--- src/rtl/csrChunkPkg.sv ---
package csrChunkPkg;

  typedef enum logic [1:0] {
    ACC_RO = 2'b01,
    ACC_WO = 2'b10,
    ACC_RW = 2'b11
  } accMode_e;

  // strobes from the address decode to the shadow datapath
  typedef struct packed {
    logic rdSel;     // read of a readable register
    logic rdSnap;    // read of chunk 0: take a snapshot
    logic wrStage;   // write of a non-final chunk
    logic wrCommit;  // write of the final address
  } csrStrobes_t;

  function automatic int chunksOf(int w, int dw);
    return (w + dw - 1) / dw;
  endfunction

  function automatic int spanOf(int w, int dw, int al);
    int q;
    q = 1 << al;
    return ((chunksOf(w, dw) + q - 1) / q) * q;
  endfunction

  function automatic logic canRead(accMode_e m);
    return (m == ACC_RO) || (m == ACC_RW);
  endfunction

  function automatic logic canWrite(accMode_e m);
    return (m == ACC_WO) || (m == ACC_RW);
  endfunction

endpackage

--- src/rtl/csrAddrDecode.sv ---
module csrAddrDecode
  import csrChunkPkg::*;
#(
  parameter int       ADDR_W    = 6,
  parameter int       DATA_W    = 8,
  parameter int       NUM_REGS  = 3,
  parameter int       ALIGN_LOG = 2,
  parameter int       IDX_W     = 2,
  parameter int       REG_W   [NUM_REGS] = '{24, 16, 12},
  parameter accMode_e REG_ACC [NUM_REGS] = '{ACC_RW, ACC_RO, ACC_WO}
) (
  input  logic [ADDR_W-1:0]   busAddr,
  input  logic                busRStb,
  input  logic                busWStb,
  output csrStrobes_t         strb,
  output logic [IDX_W-1:0]    selIdx,
  output logic [ADDR_W-1:0]   chunkOff,
  output logic [NUM_REGS-1:0] regRStb
);

  function automatic int baseOf(int k);
    int acc;
    acc = 0;
    for (int j = 0; j < k; j++) acc += spanOf(REG_W[j], DATA_W, ALIGN_LOG);
    return acc;
  endfunction

  logic [NUM_REGS-1:0] hitVec;
  logic [NUM_REGS-1:0] rdOkVec;
  logic [NUM_REGS-1:0] wrOkVec;
  logic [ADDR_W-1:0]   offVec  [NUM_REGS];
  logic [ADDR_W-1:0]   lastVec [NUM_REGS];

  for (genvar i = 0; i < NUM_REGS; i++) begin : gReg
    localparam int BASE = baseOf(i);
    localparam int SPAN = spanOf(REG_W[i], DATA_W, ALIGN_LOG);
    assign hitVec[i]  = (int'(busAddr) >= BASE) && (int'(busAddr) < BASE + SPAN);
    assign offVec[i]  = busAddr - ADDR_W'(BASE);
    assign lastVec[i] = ADDR_W'(SPAN - 1);
    assign rdOkVec[i] = canRead(REG_ACC[i]);
    assign wrOkVec[i] = canWrite(REG_ACC[i]);
  end

  logic anyHit, isLast, rdOk, wrOk;

  always_comb begin
    selIdx   = '0;
    chunkOff = '0;
    anyHit   = 1'b0;
    isLast   = 1'b0;
    rdOk     = 1'b0;
    wrOk     = 1'b0;
    for (int i = 0; i < NUM_REGS; i++) begin
      if (hitVec[i]) begin
        selIdx   = IDX_W'(i);
        chunkOff = offVec[i];
        anyHit   = 1'b1;
        isLast   = (offVec[i] == lastVec[i]);
        rdOk     = rdOkVec[i];
        wrOk     = wrOkVec[i];
      end
    end
  end

  always_comb begin
    strb.rdSel    = busRStb & anyHit & rdOk;
    strb.rdSnap   = busRStb & anyHit & rdOk & (chunkOff == '0);
    strb.wrStage  = busWStb & anyHit & wrOk & ~isLast;
    strb.wrCommit = busWStb & anyHit & wrOk & isLast;
  end

  always_comb begin
    for (int i = 0; i < NUM_REGS; i++)
      regRStb[i] = strb.rdSnap && (selIdx == IDX_W'(i));
  end

endmodule

--- src/rtl/csrShadowPath.sv ---
module csrShadowPath
  import csrChunkPkg::*;
#(
  parameter int DATA_W   = 8,
  parameter int ADDR_W   = 6,
  parameter int NUM_REGS = 3,
  parameter int MAX_W    = 32,
  parameter int IDX_W    = 2,
  parameter int REG_W [NUM_REGS] = '{24, 16, 12}
) (
  input  logic                       clk,
  input  logic                       rstN,
  input  csrStrobes_t                strb,
  input  logic [IDX_W-1:0]           selIdx,
  input  logic [ADDR_W-1:0]          chunkOff,
  input  logic [DATA_W-1:0]          busWData,
  input  logic [NUM_REGS*MAX_W-1:0]  regRData,
  output logic [DATA_W-1:0]          busRData,
  output logic [NUM_REGS*MAX_W-1:0]  regWData,
  output logic [NUM_REGS-1:0]        regWStb
);

  localparam int MAX_CHUNKS = MAX_W / DATA_W;

  logic [MAX_W-1:0] widthMask [NUM_REGS];
  logic [MAX_W-1:0] liveVal   [NUM_REGS];
  logic [MAX_W-1:0] rdShadow  [NUM_REGS];
  logic [MAX_W-1:0] wrShadow  [NUM_REGS];
  logic [MAX_W-1:0] wrOut     [NUM_REGS];

  for (genvar i = 0; i < NUM_REGS; i++) begin : gLane
    assign widthMask[i] = (REG_W[i] >= MAX_W) ? '1 :
                          MAX_W'((64'd1 << REG_W[i]) - 64'd1);
    assign liveVal[i] = regRData[i*MAX_W +: MAX_W] & widthMask[i];
    assign regWData[i*MAX_W +: MAX_W] = wrOut[i];
  end

  function automatic logic [DATA_W-1:0] sliceOf(logic [MAX_W-1:0] v,
                                                logic [ADDR_W-1:0] c);
    return DATA_W'(v >> (int'(c) * DATA_W));
  endfunction

  logic [MAX_W-1:0] liveSel;
  logic [MAX_W-1:0] assembled;

  always_comb begin
    liveSel   = liveVal[selIdx];
    assembled = wrShadow[selIdx];
    if (int'(chunkOff) < MAX_CHUNKS)
      assembled[int'(chunkOff)*DATA_W +: DATA_W] = busWData;
  end

  always_ff @(posedge clk or negedge rstN) begin
    if (!rstN) begin
      busRData <= '0;
      regWStb  <= '0;
      for (int i = 0; i < NUM_REGS; i++) begin
        rdShadow[i] <= '0;
        wrShadow[i] <= '0;
        wrOut[i]    <= '0;
      end
    end else begin
      busRData <= '0;
      regWStb  <= '0;
      if (strb.rdSel) begin
        if (strb.rdSnap) begin
          rdShadow[selIdx] <= liveSel;
          busRData         <= sliceOf(liveSel, chunkOff);
        end else begin
          busRData <= sliceOf(rdShadow[selIdx], chunkOff);
        end
      end
      if (strb.wrStage)
        wrShadow[selIdx] <= assembled;
      if (strb.wrCommit) begin
        wrShadow[selIdx] <= assembled;
        wrOut[selIdx]    <= assembled & widthMask[selIdx];
        regWStb[selIdx]  <= 1'b1;
      end
    end
  end

endmodule

--- src/rtl/csrChunkMux.sv ---
module csrChunkMux
  import csrChunkPkg::*;
#(
  parameter int       DATA_W    = 8,
  parameter int       ADDR_W    = 6,
  parameter int       NUM_REGS  = 3,
  parameter int       MAX_W     = 32,
  parameter int       ALIGN_LOG = 2,
  parameter int       REG_W   [NUM_REGS] = '{24, 16, 12},
  parameter accMode_e REG_ACC [NUM_REGS] = '{ACC_RW, ACC_RO, ACC_WO}
) (
  input  logic                      clk,
  input  logic                      rstN,
  input  logic [ADDR_W-1:0]         busAddr,
  input  logic                      busRStb,
  output logic [DATA_W-1:0]         busRData,
  input  logic                      busWStb,
  input  logic [DATA_W-1:0]         busWData,
  input  logic [NUM_REGS*MAX_W-1:0] regRData,
  output logic [NUM_REGS-1:0]       regRStb,
  output logic [NUM_REGS*MAX_W-1:0] regWData,
  output logic [NUM_REGS-1:0]       regWStb
);

  localparam int IDX_W = (NUM_REGS > 1) ? $clog2(NUM_REGS) : 1;

  csrStrobes_t       strb;
  logic [IDX_W-1:0]  selIdx;
  logic [ADDR_W-1:0] chunkOff;

  csrAddrDecode #(
    .ADDR_W(ADDR_W), .DATA_W(DATA_W), .NUM_REGS(NUM_REGS),
    .ALIGN_LOG(ALIGN_LOG), .IDX_W(IDX_W), .REG_W(REG_W), .REG_ACC(REG_ACC)
  ) uDecode (
    .busAddr(busAddr), .busRStb(busRStb), .busWStb(busWStb),
    .strb(strb), .selIdx(selIdx), .chunkOff(chunkOff), .regRStb(regRStb)
  );

  csrShadowPath #(
    .DATA_W(DATA_W), .ADDR_W(ADDR_W), .NUM_REGS(NUM_REGS),
    .MAX_W(MAX_W), .IDX_W(IDX_W), .REG_W(REG_W)
  ) uPath (
    .clk(clk), .rstN(rstN), .strb(strb), .selIdx(selIdx),
    .chunkOff(chunkOff), .busWData(busWData), .regRData(regRData),
    .busRData(busRData), .regWData(regWData), .regWStb(regWStb)
  );

endmodule

--- config.mk ---
export PLATFORM = sky130hd
export DESIGN_NAME = csrChunkMux
export DESIGN_NICKNAME = d
export VERILOG_FILES = /design/src/rtl/csrChunkPkg.sv /design/src/rtl/csrAddrDecode.sv /design/src/rtl/csrShadowPath.sv /design/src/rtl/csrChunkMux.sv
export SDC_FILE = /design/constraint.sdc
export NUM_CORES = 1
export LEC_CHECK = 0
export ABC_CLOCK_PERIOD_IN_PS = 2970
export BUFFER_PORTS_ARGS = -buffer_cell sky130_fd_sc_hd__buf_4
export CAP_MARGIN = 5
export CORE_ASPECT_RATIO = 0.7
export CORE_MARGIN = 10
export CORE_UTILIZATION = 42
export DETAILED_ROUTE_END_ITERATION = 7
export RECOVER_POWER = 50
export SYNTH_ARGS = -nofsm -noshare
export SYNTH_HDL_FRONTEND = slang
export SYNTH_SLANG_ARGS = --single-unit
--- constraint.sdc ---
create_clock -name clk -period 2.97 [get_ports clk]
set_clock_uncertainty 0.2 [all_clocks]
set_input_delay 0.1485 -clock clk [delete_from_list [all_inputs] [get_ports clk]]
set_output_delay 0.1485 -clock clk [all_outputs]
set_load 0.05 [all_outputs]
Word level (Yosys, flattened, before mapping). Index checks and enable logic that the tools add are counted.

Register bits: 299. Bits of input ports: 114. Output and inout port bits: 110. Logic and storage cells: 94.

Add/sub/neg operators: 3. Magnitude comparators: 10. Eq/ne operators: 5. Shifts and indexed selects: 4. Muxes and demuxes: 41. Bitwise operators: 10. Reductions and logical operators: 10.

Operators by type and width (count): $bwmux 96 (4); $mux 32 (10); $bmux 32 s2 (4); $mux 96 (2); $demux 32 s2 (1); $shr 32x9->8 (2); $neg 9->33 (1); $shift 8x33->32 const A (1); $shiftx 8x33->32 (1); $and 32x32->32 (1); $bwmux 32 (1); $eq 6x2->1 const B (3); $mux 6 (3); $mux 8 (2); $lt 6x3->1 const B (2); $lt 6x4->1 const B (2); $mux 1 (11); $and 1x1->1 (7); $logic_and 1x1->1 (7); $ge 6x3->1 const B (1); $ge 6x4->1 const B (1); $logic_not 6->1 (1); $sub 6x3->6 const B (1); $sub 6x4->6 const B (1); other kinds (13) (13).

Longest topological paths before layout.
Depth in word-level cells: 14. Mapped depth: 16.

Hierarchy. Synthesis repeated with hierarchy kept, for this count alone.

Cells, all modules: 1082. Area, all modules: 10562.6 um2.

By module, submodules not included: csrShadowPath (times used 1, cells each 1020, area an instance 10092.2 um2); csrAddrDecode (times used 1, cells each 62, area an instance 470.5 um2).

Worst setup path after synthesis. No wires, ideal clock.

Kind: in2reg. Start: input port busAddr[2]. End: register uPath.wrShadow[0] in the netlist's numbering. Data arrival time: 3.272 ns. Required time: 2.645 ns. Setup slack: -0.627 ns. Stages: 14. Cell sequence: ha_1 > or4b_1 > buf_2 > a21o_1 > a21oi_1 > nor4_1 > ha_1 > nand2b_1 > nor4_1 > nand3_2 > buf_4 > or2_1 > buf_6 > mux2_4.

Cells in the longest elaborated chain, start to end: 14. Elaborated cells on any way between the ends: 49.

RTL lines: from (decl) (RTL line csrChunkMux.sv:14) `input logic [ADDR_W-1:0] busAddr,`; branches (longest 13 deep; another with $neg 9->33); $mux 96 (*) (RTL line csrShadowPath.sv:75) `if (strb.wrCommit) begin`; to (signal, indexed assignment) (RTL line csrShadowPath.sv:74) `wrShadow[selIdx] <= assembled;`; to (signal, indexed assignment) (RTL line csrShadowPath.sv:76) `wrShadow[selIdx] <= assembled;`; to (decl) (RTL line csrShadowPath.sv:28) `logic [MAX_W-1:0] wrShadow [NUM_REGS];`.

Every way passes the cells marked *. The select of a mux whose other input is x is not followed. A chain may end at the register's enable or synchronous reset.

Worst setup path in the final report.
Start: input port busAddr[3]. End: register uPath.wrShadow[81] in the netlist's numbering.

Same word-level chain as after synthesis.

==> results.txt <==
* Compound-Gate Fraction of Synth Area: 11.3%
* Port Buf Inserts: 154
- Total half-perimeter wirelength after legalization and detailed placement: approximately 20000 µm
- Max-slew violation count: between 70 and 80
- In the synthesized netlist the async set-or-reset flop fraction comes to 100%.
- Worst r2r path cells: 5
- Dividing the detail-routed via count by the number of cells gives 5.09.
* Synth Area in XOR/XNOR: 0.174%
* Initial standard-cell utilization of the core: between 40% and 50%
- In this run, synthesis produced a sequential element count of between 200 and 250.
* Fin cells: 1644
* Number of antenna violations at the first check in global routing: 0
* Switch Pwr: 1.91 mW
* Mean Syn Cell Area: 9.04 µm²
- Buffer levels on the longest clock path: 3
- Post-synthesis cell count: between 1k and 1.5k
- Setup violations remaining at the end of the flow were counted as 0.
* Clock root buffer: sky130_fd_sc_hd__clkbuf_16
- Latest clock arrival within the worst-skew pair: approximately 520 ps
- The floorplan step set the die height to 150 µm.
* Count of H-tree levels built during CTS: 1
- The worst-case IR drop observed on VDD is ~0.42 mV.
- Standard-cell row count: 47
- The first global-routing pass estimated 46600 µm of wire.
* First-pass iteration count of the detailed router: 5
- In this run the register-to-register setup slack is approximately 1400 ps.
- In this run the most critical hold path is launched from busWStb.
- Combinational logic burns between 15 and 20% of the power.
- The startpoint identified for the worst register-to-register timing path is uPath.rdShadow[72].
- Num CTS Buffers: 24
- Synth Area in Simple Gates: 21.4%
- Detailed-route wire length per cell: 17.6 µm
- Core Box Area: 23600 µm²
* Most used DFF post-synth: sky130_fd_sc_hd__dfrtp_1
- Top cell type's share of synthesized area: 54.3%
* Maximum number of pins on one net before global-route repair: 79
- Total Die Area: 30700 µm²
- Largest family of logic cells by synthesized area: simple AND/OR/NAND/NOR gates
- Cell with the largest stage delay on the worst path: sky130_fd_sc_hd__or3b_4
- For the pin with the worst max-slew slack, the measured transition is 1980 ps.
* Dominant cell by count in the synthesized netlist: sky130_fd_sc_hd__nand2_1
* Power density relative to cell area: 537 nW/µm²
- In this run the count of I/O pins placed on the die edge is 224.
- After synthesis, the netlist uses 60 different library cells.
- The number of antenna diodes in the final layout is 0.
* Critical path capture point type: flip-flop
- Count of endpoints failing hold in the final timing report: 0
* Time the worst path needs with I/O delays and setup: 2870 ps
* Critical path class: in2reg
- Number of design rule violations left after detail routing: 0
- The most numerous cell type found on the critical path is sky130_fd_sc_hd__buf_4.
* Tot GR Track Use: 18.6%
* Largest fanout of any net on the critical path: 9
- In this run the worst hold path is classified as in2reg.
- Net switching is 26.5% of the power.
- Sequential element share of the synthesized area: between 50% and 60%
- Yosys mapped a number of flops with a built-in enable equal to 0.
* Required time of the critical path: 3200 ps
* Synth area leaders: sky130_fd_sc_hd__dfrtp_1 54%, sky130_fd_sc_hd__nand2_1 11%, sky130_fd_sc_hd__nand3_1 4.9%, sky130_fd_sc_hd__clkbuf_1 4.6%, sky130_fd_sc_hd__o21ai_0 3.8%
- Element type at the critical path start: input port
- Placed Instances: 1547
- Counting every sink on the clock net gives 219.
- Final weighted congestion of routability-driven global placement: 0.861
- Count of warnings emitted by yosys: 0
- GRT Residual Overflow: 0
- Routed WL: 29000 µm
- At the worst endpoint, the arrival time is around 3100 ps.
- TritonCTS clock tree: built
- The number of global-route vias before repair is 8325.
- Leakage power: 6.67 nW
- Crit share post-route: 96.6%
- The synthesized design spends more area on one cell type than any other, namely sky130_fd_sc_hd__dfrtp_1.
- For hold timing, the worst endpoint is uPath.wrShadow[12].
- Of the cells placed in the final design, the portion with a size suffix greater than 1 is 26.5%.
* Hold Path Depth: 5
* Share of power burned in registers: 45.5%
- After clock tree synthesis, the clock-pin slew on the worst setup and hold paths is 60 ps.
- Ranked by instance count, the synthesized netlist is headed by 287 x sky130_fd_sc_hd__nand2_1, 219 x sky130_fd_sc_hd__dfrtp_1, 123 x sky130_fd_sc_hd__clkbuf_1, 99 x sky130_fd_sc_hd__nand3_1, 76 x sky130_fd_sc_hd__o21ai_0.
- The tool flagged a number of max-cap violations equal to 1.
* Capture point of the worst reg-to-reg path: uPath.busRData[0]
- The first routing iteration left 566 violations.
- The internal power of the cells totals 5.28 mW.
- The run finished, with violations left.
- CP bufs+invs: 4
- Net count of the finished layout: ~1.4k
- Largest stage delay, worst path: 410 ps
- Worst hold slack across all endpoints: 2.42 ps
- Multiplexer share of the synthesized area: 3.92%
- The final reports fail on max-capacitance violations, max-slew violations.
- Remaining number of nets flagged by the antenna check after routing: 0
- Area growth, synth to finish: 32.8%
* Worst slew margin relative to its limit: -31.9%
* Adder-cell share of the synthesized area: under 10%
- The detailed router placed about 8.4k vias in this run.
- In this run, the clock network consumes 38.6% of the power.
* Die boundary width: 205 µm
- Maximum achievable frequency: 349 MHz
- On the critical path the largest part of the delay comes from simple AND/OR/NAND/NOR gates.
* Critical path cell sequence: buf_4 > clkinvlp_4 > ha_4 > or3b_4 > a211o_1 > o21ai_4 > inv_1 > ha_2 > nand4b_1 > nor4_4 > nand3b_1 > buf_4 > or3_1 > o211ai_1
- Synth Cell Area: 10100 µm²
[cell type report]
cell class,instances,area [µm²]
clock buffers,37,701
clock inverters,5,28.8
fillers,2078,10200
inverters,14,61.3
multi-input cells,745,4130
flip-flops and latches,219,5480
well taps,318,398
repair buffers,306,2600
[registers in the layout, summed over array words and instances, names as in the netlist]
| name | count |
|---|---|
| uPath.busRData | 8 |
| uPath.regWStb | 3 |
| uPath.rdShadow | 64 |
| uPath.regWData | 72 |
| uPath.wrShadow | 72 |
[stage by stage]
stage | worst slack (ps) | setup TNS (ps) | util, % | power (mW) | area (µm²)
floorplan | -342 | -3860 | - | 3.98 | 10400
global placement | -452 | -24190 | 51.1 | 4.36 | 12100
detailed placement | -514 | -32490 | 51.1 | 4.38 | 12100
CTS | 19.7 | 0 | 56.4 | 7.25 | 13300
global route | -16.4 | -27.9 | 56.7 | 7.54 | 13400
finish | 102 | 0 | 56.7 | 7.19 | 13400
[cells by family (layout without fill, tap and decap cells)]
group | Yosys count | count (layout)
and+or+nand+nor | 490 | 490
DFF | 219 | 219
AOI/OAI and AO/OA | 184 | 184
buffers and inverters | 177 | 362
muxes | 34 | 34
adders and majority gates | 9 | 9
xor gates and xnor gates | 2 | 2
other | 1 | 26
[metal layers]
metal	share of wire, %	global-route usage, %
met1	48	27.1
met2	46	29.0
met3	4.3	2.63
met4	1.4	3.63
met5	0	0
[power by group through the flow]
stage	sequential, mW	combinational, mW	clock, mW
2_1_floorplan	3.33	0.651	0
3_3_place_gp	3.32	1.04	0
3_5_place_dp	3.32	1.06	0
4_1_cts	3.27	1.13	2.85
5_1_grt	3.29	1.27	2.99
6_report	3.28	1.14	2.78
[worst reg2reg max path: cells and delay by family, from the launching register on]
family | cells | cell delay, ps
AO/OA/AOI/OAI | 3 | 400
flip-flops | 1 | 340
AND/OR/NAND/NOR | 1 | 50
multiplexers | 1 | 480
[cell usage in the layout (no fill, tap or decap), drive strengths merged, types with 3 or more instances in the layout]
cell	Yosys	final
nand2	288	288
buf	40	251
dfrtp	219	219
nand3	100	100
o21ai	79	79
dlygate4sd3	0	53
nor2	42	42
clkbuf	123	39
a31oi	36	36
conb	1	26
and2	21	21
o211ai	21	21
mux2	21	21
a21oi	17	17
mux2i	11	11
inv	12	11
ha	9	9
o221ai	8	8
clkinv	2	7
or3	5	5
a211o	5	5
nor3	5	5
nor4	5	5
a21o	4	4
a22oi	3	3
a211oi	3	3
and3	3	3
or2	3	3
[worst max-delay path by stage]
stage | from | endpoint | slack (ps) | depth (start not counted)
final | busAddr[3] | uPath.wrShadow[81] | 100 | 14
after global routing | busAddr[3] | regRStb[1] | -20 | 13
after CTS | busAddr[3] | uPath.wrShadow[0] | 20 | 13
after detailed placement | busAddr[3] | uPath.wrShadow[0] | -510 | 13
after global placement | busAddr[3] | uPath.wrShadow[0] | -450 | 13
after floorplan | busAddr[2] | uPath.wrShadow[0] | -340 | 14
[timing repair]
item / 4_1_cts / 5_1_grt
pin swaps: 1 / 4
setup buffers: 0 / 2
endpoints found under the hold margin: 333 / 0
gates resized for setup: 1 / 20
hold buffers: 53 / 0
setup endpoints to repair: 2 / 44
Note: power is estimated with default switching activity, not from simulation.
